**config.mk**
```make
export PLATFORM = sky130hd
export DESIGN_NAME = iobus_cmd_ctrl
export DESIGN_NICKNAME = d
export VERILOG_FILES = /design/src/rtl/bsc_pkg.sv /design/src/rtl/bsc_status_decode.sv /design/src/rtl/bsc_tstate_seq.sv /design/src/rtl/bsc_strobe_gen.sv /design/src/rtl/iobus_cmd_ctrl.sv
export SDC_FILE = /design/constraint.sdc
export NUM_CORES = 1
export LEC_CHECK = 0
export ABC_AREA = 1
export BUFFER_PORTS_ARGS = -buffer_cell sky130_fd_sc_hd__buf_2
export CAP_MARGIN = 20
export CORE_AREA = 4 4 41 43
export CTS_BUF_LIST = sky130_fd_sc_hd__clkbuf_4
export DETAILED_ROUTE_END_ITERATION = 12
export DIE_AREA = 0 0 45 47
export GPL_TIMING_DRIVEN = 0
export SYNTH_ARGS = -nofsm -noshare
export SYNTH_HDL_FRONTEND = slang
export SYNTH_HIERARCHICAL = 1
export SYNTH_SLANG_ARGS = --single-unit
```
**constraint.sdc**
```tcl
create_clock -name clk -period 2.8 [get_ports clk]
set_input_delay 0.28 -clock clk [delete_from_list [all_inputs] [get_ports clk]]
set_output_delay 0.28 -clock clk [all_outputs]
set_load 0.01 [all_outputs]
```
**src/rtl/bsc_pkg.sv**
```systemverilog
package bsc_pkg;

  typedef enum logic [1:0] {
    CK_NONE  = 2'd0,
    CK_IORD  = 2'd1,
    CK_IOWR  = 2'd2,
    CK_OTHER = 2'd3
  } cyc_kind_e;

  // true when tick s lies within [lo, hi]
  function automatic logic in_span(input int s, input int lo, input int hi);
    return (s >= lo) && (s <= hi);
  endfunction

  // tick index of a half inside a bus state (T1 is state 0)
  function automatic int tick_of(input int t_state, input int half, input int halves);
    return t_state * halves + half;
  endfunction

endpackage

```
**src/rtl/bsc_status_decode.sv**
```systemverilog
module bsc_status_decode
  import bsc_pkg::*;
#(
  parameter int STAT_W = 3,
  parameter logic [STAT_W-1:0] CODE_PASSIVE = 3'b111,
  parameter logic [STAT_W-1:0] CODE_IORD    = 3'b001,
  parameter logic [STAT_W-1:0] CODE_IOWR    = 3'b010
) (
  input  logic              clk,
  input  logic              rst_n,
  input  logic [STAT_W-1:0] stat,
  input  logic              idle,
  output logic              start,
  output cyc_kind_e         kind
);

  logic armed;
  logic is_passive;

  function automatic cyc_kind_e classify(input logic [STAT_W-1:0] c);
    if (c == CODE_IORD)      return CK_IORD;
    else if (c == CODE_IOWR) return CK_IOWR;
    else if (c == CODE_PASSIVE) return CK_NONE;
    else                     return CK_OTHER;
  endfunction

  assign is_passive = (stat == CODE_PASSIVE);
  assign kind       = classify(stat);
  assign start      = idle && armed && !is_passive;

  // a passive sample re-arms; a start consumes the arm
  always_ff @(posedge clk) begin
    if (!rst_n)          armed <= 1'b0;
    else if (start)      armed <= 1'b0;
    else if (is_passive) armed <= 1'b1;
  end

  // one start per passive-to-active transition
  p_one_start_r2: assert property (@(posedge clk) disable iff (!rst_n)
    start |=> !start);

endmodule

```
**src/rtl/bsc_tstate_seq.sv**
```systemverilog
module bsc_tstate_seq
  import bsc_pkg::*;
#(
  parameter int SLOTS = 8,
  localparam int SLOT_W = (SLOTS > 1) ? $clog2(SLOTS) : 1
) (
  input  logic              clk,
  input  logic              rst_n,
  input  logic              start,
  input  cyc_kind_e         kind_in,
  output logic              busy,
  output logic [SLOT_W-1:0] slot,
  output cyc_kind_e         kind_q
);

  localparam logic [SLOT_W-1:0] LAST = SLOT_W'(SLOTS - 1);

  always_ff @(posedge clk) begin
    if (!rst_n) begin
      busy   <= 1'b0;
      slot   <= '0;
      kind_q <= CK_NONE;
    end else if (start) begin
      busy   <= 1'b1;
      slot   <= '0;
      kind_q <= kind_in;
    end else if (busy) begin
      if (slot == LAST) begin
        busy <= 1'b0;
        slot <= '0;
      end else begin
        slot <= slot + SLOT_W'(1);
      end
    end
  end

  // a running cycle advances one tick per clock and ends after the last
  p_tick_step_r10: assert property (@(posedge clk) disable iff (!rst_n)
    (busy && slot != LAST) |=> (busy && slot == $past(slot) + SLOT_W'(1)));
  p_cycle_end_r10: assert property (@(posedge clk) disable iff (!rst_n)
    (busy && slot == LAST) |=> !busy);

endmodule

```
**src/rtl/bsc_strobe_gen.sv**
```systemverilog
module bsc_strobe_gen
  import bsc_pkg::*;
#(
  parameter int HALVES   = 2,
  parameter int T_STATES = 4,
  localparam int SLOTS  = HALVES * T_STATES,
  localparam int SLOT_W = (SLOTS > 1) ? $clog2(SLOTS) : 1
) (
  input  logic              busy,
  input  logic [SLOT_W-1:0] slot,
  input  cyc_kind_e         kind,
  output logic              ale,
  output logic              dt_r,
  output logic              den,
  output logic              ior_n,
  output logic              iow_n,
  output logic              aiow_n
);

  localparam int ALE_LO    = tick_of(0, 0, HALVES);
  localparam int ALE_HI    = tick_of(0, HALVES/2 - 1, HALVES);
  localparam int CMD_LO    = tick_of(1, 0, HALVES);
  localparam int IOW_LO    = tick_of(1, HALVES/2, HALVES);
  localparam int CMD_HI    = tick_of(2, HALVES - 1, HALVES);
  localparam int DEN_RD_HI = tick_of(3, HALVES/2 - 1, HALVES);
  localparam int DEN_WR_HI = SLOTS - 1;

  always_comb begin
    int s;
    s      = int'(slot);
    ale    = 1'b0;
    dt_r   = 1'b1;
    den    = 1'b0;
    ior_n  = 1'b1;
    iow_n  = 1'b1;
    aiow_n = 1'b1;
    if (busy) begin
      ale = in_span(s, ALE_LO, ALE_HI);
      case (kind)
        CK_IORD: begin
          dt_r  = 1'b0;
          ior_n = !in_span(s, CMD_LO, CMD_HI);
          den   = in_span(s, CMD_LO, DEN_RD_HI);
        end
        CK_IOWR: begin
          aiow_n = !in_span(s, CMD_LO, CMD_HI);
          iow_n  = !in_span(s, IOW_LO, CMD_HI);
          den    = in_span(s, CMD_LO, DEN_WR_HI);
        end
        default: ;
      endcase
    end
  end

  // read and write commands never overlap
  always_comb begin
    if (busy) assert (ior_n || (aiow_n && iow_n));
  end

endmodule

```
**src/rtl/iobus_cmd_ctrl.sv**
```systemverilog
module iobus_cmd_ctrl
  import bsc_pkg::*;
#(
  parameter int STAT_W   = 3,
  parameter int HALVES   = 2,
  parameter int T_STATES = 4,
  parameter logic [STAT_W-1:0] CODE_PASSIVE = 3'b111,
  parameter logic [STAT_W-1:0] CODE_IORD    = 3'b001,
  parameter logic [STAT_W-1:0] CODE_IOWR    = 3'b010
) (
  input  logic              clk,
  input  logic              rst_n,
  input  logic [STAT_W-1:0] stat,
  output logic              ale,
  output logic              dt_r,
  output logic              den,
  output logic              ior_n,
  output logic              iow_n,
  output logic              aiow_n
);

  localparam int SLOTS  = HALVES * T_STATES;
  localparam int SLOT_W = (SLOTS > 1) ? $clog2(SLOTS) : 1;

  logic              start_w;
  logic              busy_w;
  logic [SLOT_W-1:0] slot_w;
  cyc_kind_e         kind_now_w;
  cyc_kind_e         kind_q_w;

  bsc_status_decode #(
    .STAT_W(STAT_W), .CODE_PASSIVE(CODE_PASSIVE),
    .CODE_IORD(CODE_IORD), .CODE_IOWR(CODE_IOWR)
  ) u_dec (
    .clk(clk), .rst_n(rst_n), .stat(stat), .idle(!busy_w),
    .start(start_w), .kind(kind_now_w)
  );

  bsc_tstate_seq #(.SLOTS(SLOTS)) u_seq (
    .clk(clk), .rst_n(rst_n), .start(start_w), .kind_in(kind_now_w),
    .busy(busy_w), .slot(slot_w), .kind_q(kind_q_w)
  );

  bsc_strobe_gen #(.HALVES(HALVES), .T_STATES(T_STATES)) u_gen (
    .busy(busy_w), .slot(slot_w), .kind(kind_q_w),
    .ale(ale), .dt_r(dt_r), .den(den),
    .ior_n(ior_n), .iow_n(iow_n), .aiow_n(aiow_n)
  );

  // the latch pulse follows a start edge
  p_ale_follows_start_r3: assert property (@(posedge clk) disable iff (!rst_n)
    ale |-> $past(start_w));
  // a read command always sees the receive direction
  p_read_receives_r8: assert property (@(posedge clk) disable iff (!rst_n)
    !ior_n |-> !dt_r);
  // buffer enabled whenever the read command falls
  p_den_on_read_r7: assert property (@(posedge clk) disable iff (!rst_n)
    $fell(ior_n) |-> den);
  // normal write falls only after the early write is already low
  p_iow_lags_r6: assert property (@(posedge clk) disable iff (!rst_n)
    $fell(iow_n) |-> $past(!aiow_n));
  // early write is held once asserted
  p_aiow_hold_r5: assert property (@(posedge clk) disable iff (!rst_n)
    $fell(aiow_n) |=> !aiow_n);

endmodule

```
==> out/metrics.csv, run 1 <==
stage;metric;value;unit
cts;Root Buffer;clkbuf_4;
timing;unrepaired setup endpoints after global routing;no;
grt;global-route wire length before repair;1.400;mm
finish;nets;97;
floorplanning;Die Y;47;um
timing;Clock Skew;1.567;ps
grt;initial antenna violation count;0;
cts;Skew-Pair Late Insertion Delay;240;ps
routing;Vias/cell;4.471;
finish;Area Overhead vs Synth;21.01;%
job;Max-cap violations;0;
synthesis;register area share after synthesis;0.2979;
timing;Final setup viols;0;
synthesis;largest cells by area after synthesis;dfxtp_1 30%, inv_1 14%, nand2_1 13%, ha_1 11%, nand3_1 6.4%;
pwr;Pint;174.9;uW
critical_path;WP data required;2520;ps
synthesis;syn_nets;82;
synthesis;number of flops mapped to enable cells by yosys;0;
cts;CTS tree;done;
pwr;clock share of power;0.436;
timing;total negative slack;0;ps
synthesis;Syn Area/Cell;6.445;um2
floorplanning;Starting Density;0.3615;
grt;total grt overflow;0;
synthesis;ys async rst share;0;
finish;final core utilization;0.4375;
cts;CTS Sinks;7;
timing;Slew Viols, Final;0;
critical_path;Register-to-Register Path Depth;6;
pwr;VDD IR max;0.1781;mV
finish;share of layout cells above drive strength 1;0.2299;
critical_path;crit path DAT;1300;ps
synthesis;#FFs+latches synth;7;
timing;Tcrit/Tclk final;0.5659;
finish;Non-Filler Instances;102;
pwr;Sequential Power Share;0.469;
synthesis;Distinct cells, synth;14;
finish;FILL cells;149;
routing;ANT nets after route;0;
place;port buffer count;10;
timing;Slew @ Worst Pin;435.8;ps
cts;setup bufs post-CTS;0;
timing;Hold Fails Final Rpt;0;
critical_path;FF-to-FF setup slack;1540;ps
worst_hold_path;hold crit path type;in -> reg;
routing;DR vias;456;
synthesis;Top FF cell, synth;dfxtp_1;
finish;footprint of the multi-input gates;262.8;um2
floorplanning;Core Area;1301;um2
finish;Final Cell Area;569.3;um2
synthesis;most frequent cell after synthesis;inv_1;
status;outcome;finished clean;
grt;vias in the first global route;370;
worst_hold_path;Hold Path Stages;3;
routing;total routed wirelength;867;um
synthesis;Yosys top cell by area;dfxtp_1;
place;GP Congestion;0.7311;
floorplanning;# rows;13;
synthesis;top-area cell type share of the netlist area;0.2979;
critical_path;element type at the critical path start;flop;
place;Post-Place Cells;98;
synthesis;commonest cells in the netlist;18 x inv_1, 16 x nand2_1, 7 x dfxtp_1, 7 x nor2_1, 6 x nand3_1;
place;Area after DPL;539.3;um2
pwr;leak pwr;0.0002692;uW
cts;Longest Clk Path Bufs;2;
routing;initial drt markers;5;
timing;Max Fclk;631.2;MHz
pwr;combinational group share of total power;0.095;
floorplanning;DIE WIDTH;45;um
finish;# diodes;0;
cts;# hold bufs at CTS;0;
critical_path;endpoint class of the critical path;output port;
routing;WL per Instance;8.500;um
grt;GR Util All Layers;0.09091;
floorplanning;DIE AREA;2115;um2
cts;clk slew on worst S/H paths;50;ps
routing;Pre-antenna DRT Iters;3;
pwr;Final Power;226.1;uW
pwr;Sw Ratio;0.2266;
synthesis;synthesized area;470.5;um2
cts;Post-CTS Resized;0;
routing;DRC;0;
cts;CTS Buf Count;3;
cts;H-Tree Depth;1;
floorplanning;Top Ports;11;
timing;max_slew headroom;0.7091;
synthesis;yosys warns;6;
pwr;PD cells;397.2;nW/um2
pwr;Net Sw Power;51.24;uW
critical_path;CP max FO;3;
grt;largest net degree at the start of global routing;14;
place;dpl hpwl;694.9;um
finish;register area;140.1;um2
timing;fin crit period;1584;ps
critical_path;critical path class;reg -> out;
synthesis;cells after synthesis;73;
final timing paths:
path / start / endpoint
worst max-delay path: u_seq/kind_q[0] / den
worst min-delay path: rst_n / u_dec/armed
worst max register to register: u_seq/busy / u_seq/slot[1]
worst min register to register: u_dec/armed / u_dec/armed
worst max-delay path, cell delays in order (launching register included):
cell and delay (ps):
dfxtp_1 350, inv_1 50, ha_1 280, inv_1 70, nand3_2 70, a21oi_2 110
buf_2 130
flip-flops by register name (all words and copies together) (netlist names):
register / cells
u_seq/slot: 3
u_seq/busy: 1
u_seq/kind_q: 2
u_dec/armed: 1
cell type report:
type / count / share of cell area
Clock buffer: 4 / 0.05275
Timing Repair Buffer: 10 / 0.08791
Multi-Input combinational cell: 48 / 0.4615
Inverter: 18 / 0.1187
Sequential cell: 7 / 0.2462
Tap cell: 15 / 0.03297
per-layer routing:
layer | wire length [um] | vias up | track usage | part of all wire
met5 | 0 | - | 0 | 0
met4 | 0 | 0 | 0.05263 | 0
met3 | 48 | 0 | 0.02299 | 0.055
met2 | 378 | 8 | 0.1356 | 0.44
met1 | 441 | 195 | 0.1185 | 0.51
li1 | - | 253 | - | -
cell families after synthesis:
family                   share of synthesized area
buffers and inverters                       0.1436
adder cells (fa/ha/maj)                     0.1064
AND/OR/NAND/NOR                             0.3298
flip-flops                                  0.2979
AO/OA/AOI/OAI                               0.1223
placed cells by master (no fill, tap or decap), types with 4 or more instances in the layout:
master     n
nor2_1     7
dfxtp_1    7
ha_1       4
a21oi_1    5
clkbuf_4   4
nand2_1   16
buf_2     10
nand3_1    6
inv_1     18
power groups by stage:
stage | Sequential [uW] | Clock (uW) | Combinational (uW)
after CTS | 106 | 103 | 21.7
after global routing | 106 | 109 | 25.0
after detailed placement | 108 | 0 | 21.7
final | 106 | 98.6 | 21.6
after floorplan | 107 | 0 | 13.8
after global placement | 108 | 0 | 21.1
metrics by stage:
step           hold WS, ps  setup WS [ps]
5_1_grt              300.7           1140
3_5_place_dp         469.5           1458
3_3_place_gp         458.8           1477
2_1_floorplan        401.5           1591
4_1_cts              288.1           1184
6_report             300.1           1216
No activity file was read; power rests on OpenSTA's default activity.
==> run 2, diff against run 1 <==
Clock period 2.8 ns to 1.35 ns, I/O delays scaled along.
==> run 2 against run 1 <==
Die area is the same. Flip-flop and latch count is the same. Combinational power grew 130%. First-iteration DRC count shrank 20%. Register-to-register slack lost 1300 ps. Clock power grew 110%. Worst hold slack lost 150 ps. Sequential power grew 110%.
==> out/metrics.csv, run 2 (synthesized netlist as in run 1, its figures left out) <==
stage;metric;value;unit;change
status;outcome;finished clean;;unchanged
routing;ANT nets after route;0;;unchanged
timing;Max Fclk;768.0;MHz;
cts;H-Tree Depth;1;;unchanged
cts;CTS Sinks;7;;unchanged
finish;max FFs per register;3;;unchanged
grt;global-route wire length before repair;1.455;mm;was 1.400 mm
floorplanning;# rows;13;;unchanged
routing;WL per Instance;8.903;um;was 8.500 um
pwr;leak pwr;0.0002763;uW;was 0.0002692 uW
timing;total negative slack;0;ps;unchanged
floorplanning;Die Y;47;um;unchanged
floorplanning;Top Ports;11;;unchanged
finish;# diodes;0;;unchanged
pwr;PD cells;779.2;nW/um2;was 397.2 nW/um2
cts;CTS tree;done;;unchanged
floorplanning;DIE AREA;2115;um2;unchanged
cts;Longest Clk Path Bufs;2;;unchanged
grt;initial antenna violation count;0;;unchanged
grt;GR Util All Layers;0.09407;;was 0.09091
place;port buffer count;10;;unchanged
finish;top flop regs;u_seq/slot (3), u_seq/kind_q (2);;unchanged
critical_path;crit path DAT;1170;ps;was 1300 ps
timing;Hold Fails Final Rpt;0;;unchanged
grt;largest net degree at the start of global routing;14;;unchanged
routing;Vias/cell;4.534;;was 4.471
critical_path;endpoint class of the critical path;output port;;unchanged
worst_hold_path;hold crit path type;in -> reg;;unchanged
critical_path;Worst Path Buf+Inv;2;;was 3
cts;Skew-Pair Late Insertion Delay;240;ps;about the same
timing;unrepaired setup endpoints after global routing;no;;unchanged
critical_path;RR Startpoint;u_seq/busy;;unchanged
cts;clk slew on worst S/H paths;50;ps;about the same
worst_hold_path;Hold Path Stages;3;;unchanged
grt;total grt overflow;0;;unchanged
finish;Area Overhead vs Synth;29.52;%;was 21.01%
timing;Slew Viols, Final;0;;unchanged
finish;final core utilization;0.4683;;was 0.4375
finish;most frequent cells in the layout;16 x inv_1, 16 x nand2_1, 10 x buf_2, 7 x nor2_1, 6 x nand3_1;;was 18 x inv_1, 16 x nand2_1, 10 x buf_2, 7 x nor2_1, 7 x dfxtp_1
finish;Biggest register;u_seq/slot;;unchanged
critical_path;critical path depth;5;;was 6
worst_hold_path;worst hold start;rst_n;;unchanged
routing;DR vias;467;;was 456
pwr;Final Power;474.8;uW;was 226.1 uW
critical_path;element type at the critical path start;flop;;unchanged
floorplanning;DIE WIDTH;45;um;unchanged
finish;FILL cells;150;;was 149
timing;max_slew headroom;0.8422;;was 0.7091
routing;total routed wirelength;917;um;was 867 um
critical_path;CP max FO;3;;unchanged
finish;share of layout cells above drive strength 1;0.3295;;was 0.2299
critical_path;Top delay family on crit path;flip-flops;;unchanged
critical_path;crit path from;u_seq/kind_q[1];;was u_seq/kind_q[0]
pwr;VDD IR max;0.3713;mV;was 0.1781 mV
finish;register area;147.6;um2;was 140.1 um2
cts;Root Buffer;clkbuf_4;;unchanged
critical_path;critical path class;reg -> out;;unchanged
critical_path;Cell Chain, Critical Path;ha_4 > inv_2 > nand3_2 > a21oi_2 > buf_2;;was inv_1 > ha_1 > inv_1 > nand3_2 > a21oi_2 > buf_2
timing;Final setup viols;0;;unchanged
floorplanning;Core Area;1301;um2;unchanged
cts;CTS Buf Count;3;;unchanged
critical_path;Register-to-Register Path Depth;6;;unchanged
critical_path;WP data required;1220;ps;was 2520 ps
grt;vias in the first global route;382;;was 370
timing;Slew @ Worst Pin;236.7;ps;was 435.8 ps
timing;fin crit period;1302;ps;
routing;Pre-antenna DRT Iters;3;;unchanged
finish;footprint of the multi-input gates;287.8;um2;was 262.8 um2
finish;nets;98;;was 97
floorplanning;Starting Density;0.3615;;unchanged
place;dpl hpwl;694.9;um;unchanged
timing;Clock Skew;1.069;ps;was 1.567 ps
routing;DRC;0;;unchanged
timing;Tcrit/Tclk final;0.9646;;
place;GP Congestion;0.7311;;unchanged
job;Max-cap violations;0;;unchanged
critical_path;CP peak stage delay;350;ps;about the same
routing;initial drt markers;4;;was 5
critical_path;crit path max-delay cell type;dfxtp_4;;was dfxtp_1
==> run 2: final timing paths <==
kind	endpoint	slack (ps)
worst max-delay path	den	50
worst min-delay path	u_dec/armed	150
worst max register to register	u_seq/slot[1]	240
worst min register to register	u_dec/armed	470
==> run 2: stage by stage <==
step           cell area (um2)  setup WS [ps]  std cells  hold WS [ps]
2_1_floorplan            470.5          286.1         73         256.5
5_1_grt                  609.3          1.324        103         155.5
3_5_place_dp             539.3          105.4         98         406.8
4_1_cts                  593.1          20.48        103         143.1
6_report                 609.3          47.85        103         154.8
3_3_place_gp             539.3          131.3         98         402.4
==> run 2: repair_timing <==
action	4_1_cts	5_1_grt
resized for setup	5	5
pin swaps	2	0
hold buffers	0	0
endpoints found under the hold margin	0	0
setup buffers	1	0
setup endpoints to repair	1	4
==> run 2: layout make-up <==
cell class / count / area share
Multi-Input combinational cell: 48 / 0.4723
Inverter: 18 / 0.1109
Timing Repair Buffer: 11 / 0.09446
Tap cell: 15 / 0.03080
Clock buffer: 4 / 0.04928
Sequential cell: 7 / 0.2423
==> run 2: power by group <==
| part | total, uW | switching [uW] | internal, uW |
|---|---|---|---|
| clock network | 205 | 72.4 | 133 |
| registers | 220 | 8.07 | 211 |
| logic | 50.3 | 29.0 | 21.4 |
==> run 2: metal layers <==
layer / wire (um) / track usage / part of all wire
met1: 461 / 0.1230 / 0.50
met2: 407 / 0.1412 / 0.44
met3: 48 / 0.02299 / 0.052
met4: 0 / 0.05263 / 0
met5: 0 / 0 / 0
==> run 2: worst register-to-register path, delay by kind of cell, from the launching register on <==
kind / cells / cell delay (ps)
AO/OA/AOI/OAI: 1 / 120
flip-flops: 1 / 460
buffers and inverters: 3 / 280
AND/OR/NAND/NOR: 2 / 190
==> run 3, diff against run 2 <==
Settings changed: CORE_AREA 4 4 41 43 to default, CORE_MARGIN from default to 4, CORE_UTILIZATION from default to 26, DIE_AREA 0 0 45 47 to default.
==> run 3 against run 2 <==
Fmax grew 1.5%. Register-to-register slack better by 30 ps. Clock power is essentially flat. Final area grew 1.8%. First-iteration DRC count rose to 2.8 times the previous value. Global-route usage shrank 1.5 points. Via count down 1.7%. Clock-buffer cell count unchanged. Critical path depth is the same. Combinational power hardly changed. Cell count up 9.7%. Clock skew increased by 4.3 ps. Critical path type unchanged.
==> out/metrics.csv, run 3 (synthesized netlist as in run 1, its figures left out) <==
stage;metric;value;unit;change
pwr;Final Power;475.2;uW;was 474.8 uW
cts;H-Tree Depth;1;;unchanged
floorplanning;DIE AREA;2554;um2;was 2115 um2
critical_path;critical path class;reg -> out;;unchanged
critical_path;crit path DAT;1150;ps;was 1170 ps
timing;Final setup viols;0;;unchanged
critical_path;WP data required;1220;ps;about the same
finish;Area Overhead vs Synth;31.91;%;was 29.52%
cts;CTS Buf Count;3;;unchanged
cts;CTS Sinks;7;;unchanged
routing;ANT nets after route;0;;unchanged
routing;total routed wirelength;940;um;was 917 um
floorplanning;Die Y;50.54;um;was 47 um
place;dpl hpwl;748.4;um;was 694.9 um
timing;Hold Fails Final Rpt;0;;unchanged
grt;GR Util All Layers;0.07916;;was 0.09407
floorplanning;DIE WIDTH;50.54;um;was 45 um
critical_path;endpoint class of the critical path;output port;;unchanged
worst_hold_path;hold crit path type;in -> reg;;unchanged
timing;unrepaired setup endpoints after global routing;no;;unchanged
cts;# hold bufs at CTS;0;;unchanged
place;port buffer count;10;;unchanged
floorplanning;Starting Density;0.2725;;was 0.3615
pwr;VDD IR max;0.3838;mV;was 0.3713 mV
pwr;leak pwr;0.0002766;uW;was 0.0002763 uW
grt;vias in the first global route;415;;was 382
routing;WL per Instance;8.319;um;was 8.903 um
grt;largest net degree at the start of global routing;14;;unchanged
finish;nets;98;;unchanged
timing;Slew @ Worst Pin;227.0;ps;was 236.7 ps
routing;DR vias;459;;was 467
finish;# diodes;0;;unchanged
cts;clk slew on worst S/H paths;50;ps;about the same
timing;Max Fclk;779.7;MHz;was 768.0 MHz
timing;fin crit period;1283;ps;was 1302 ps
cts;Root Buffer;clkbuf_4;;unchanged
floorplanning;# rows;15;;was 13
job;Max-cap violations;0;;unchanged
timing;total negative slack;0;ps;unchanged
critical_path;CP max FO;3;;unchanged
finish;share of layout cells above drive strength 1;0.3409;;was 0.3295
finish;top flop regs;u_seq/slot (3), u_seq/kind_q (2);;unchanged
place;GP Congestion;0.7115;;was 0.7311
timing;Tcrit/Tclk final;0.9500;;was 0.9646
finish;Biggest register;u_seq/slot;;unchanged
finish;most frequent cells in the layout;16 x inv_1, 16 x nand2_1, 10 x buf_2, 7 x nor2_1, 6 x nand3_1;;unchanged
critical_path;element type at the critical path start;flop;;unchanged
status;outcome;finished clean;;unchanged
cts;Longest Clk Path Bufs;2;;unchanged
floorplanning;Top Ports;11;;unchanged
pwr;PD cells;765.7;nW/um2;was 779.2 nW/um2
routing;initial drt markers;11;;was 4
routing;Vias/cell;4.062;;was 4.534
grt;global-route wire length before repair;1.580;mm;was 1.455 mm
finish;final core utilization;0.3594;;was 0.4683
cts;Skew-Pair Late Insertion Delay;240;ps;about the same
grt;total grt overflow;0;;unchanged
finish;Non-Filler Instances;113;;was 103
grt;initial antenna violation count;0;;unchanged
routing;Pre-antenna DRT Iters;4;;was 3
timing;Clock Skew;5.379;ps;was 1.069 ps
cts;CTS tree;done;;unchanged
timing;Slew Viols, Final;0;;unchanged
routing;DRC;0;;unchanged
finish;max FFs per register;3;;unchanged
floorplanning;Core Area;1727;um2;was 1301 um2
critical_path;FF-to-FF setup slack;270;ps;was 240 ps
finish;FILL cells;209;;was 150
timing;max_slew headroom;0.8487;;was 0.8422
place;Post-Place Cells;108;;was 98
==> run 3: final timing paths <==
check                       start       endpoint  cells past startpoint
setup reg to reg    u_seq/slot[0]  u_seq/slot[1]                      5
hold / removal              rst_n    u_dec/armed                      3
hold reg to reg       u_dec/armed    u_dec/armed                      2
setup / recovery  u_seq/kind_q[1]            den                      5
==> run 3: area by class of cell <==
cell class,instances,area (um2),area share
flip-flops and latches,7,146.4,0.2359
inverters,18,67.56,0.1089
clock buffers,4,30.03,0.04839
repair buffers,11,57.56,0.09274
well taps,25,31.28,0.05040
multi-input cells,48,287.8,0.4637
==> run 3: report_power, final <==
part           total (uW)  switching [uW]  internal (uW)
registers             221            8.09            213
clock network         204            71.2            132
logic                50.6            29.0           21.6
==> run 3: worst max-delay path, stage by stage (launching register included) <==
cell	delay (ps)
dfxtp_2	370
ha_4	210
inv_2	50
nand3_2	50
a21oi_2	100
buf_2	130
==> run 3: metrics by stage <==
| stage | worst slack (ps) | hold slack, ps | instance area, um2 |
|---|---|---|---|
| final | 67.46 | 153.3 | 620.6 |
| after global routing | 0.4755 | 172.4 | 620.6 |
| after CTS | 17.58 | 147.6 | 604.3 |
| after detailed placement | 100.9 | 411.4 | 551.8 |
| after global placement | 144.2 | 405.1 | 551.8 |
| after floorplan | 286.1 | 256.5 | 470.5 |
==> run 3: what timing repair did <==
| action | in CTS | in global routing |
|---|---|---|
| pin swaps | 2 | 0 |
| gates resized for setup | 4 | 6 |
| setup endpoints to repair | 1 | 10 |
| setup buffers | 1 | 0 |
==> run 3: metal layers <==
layer  routed length, um  share of wire  global-route usage
met5                   0              0                   0
met1                 476           0.51             0.09550
met2                 408           0.43              0.1304
met3                  55          0.059             0.01780
met4                   0              0             0.04036
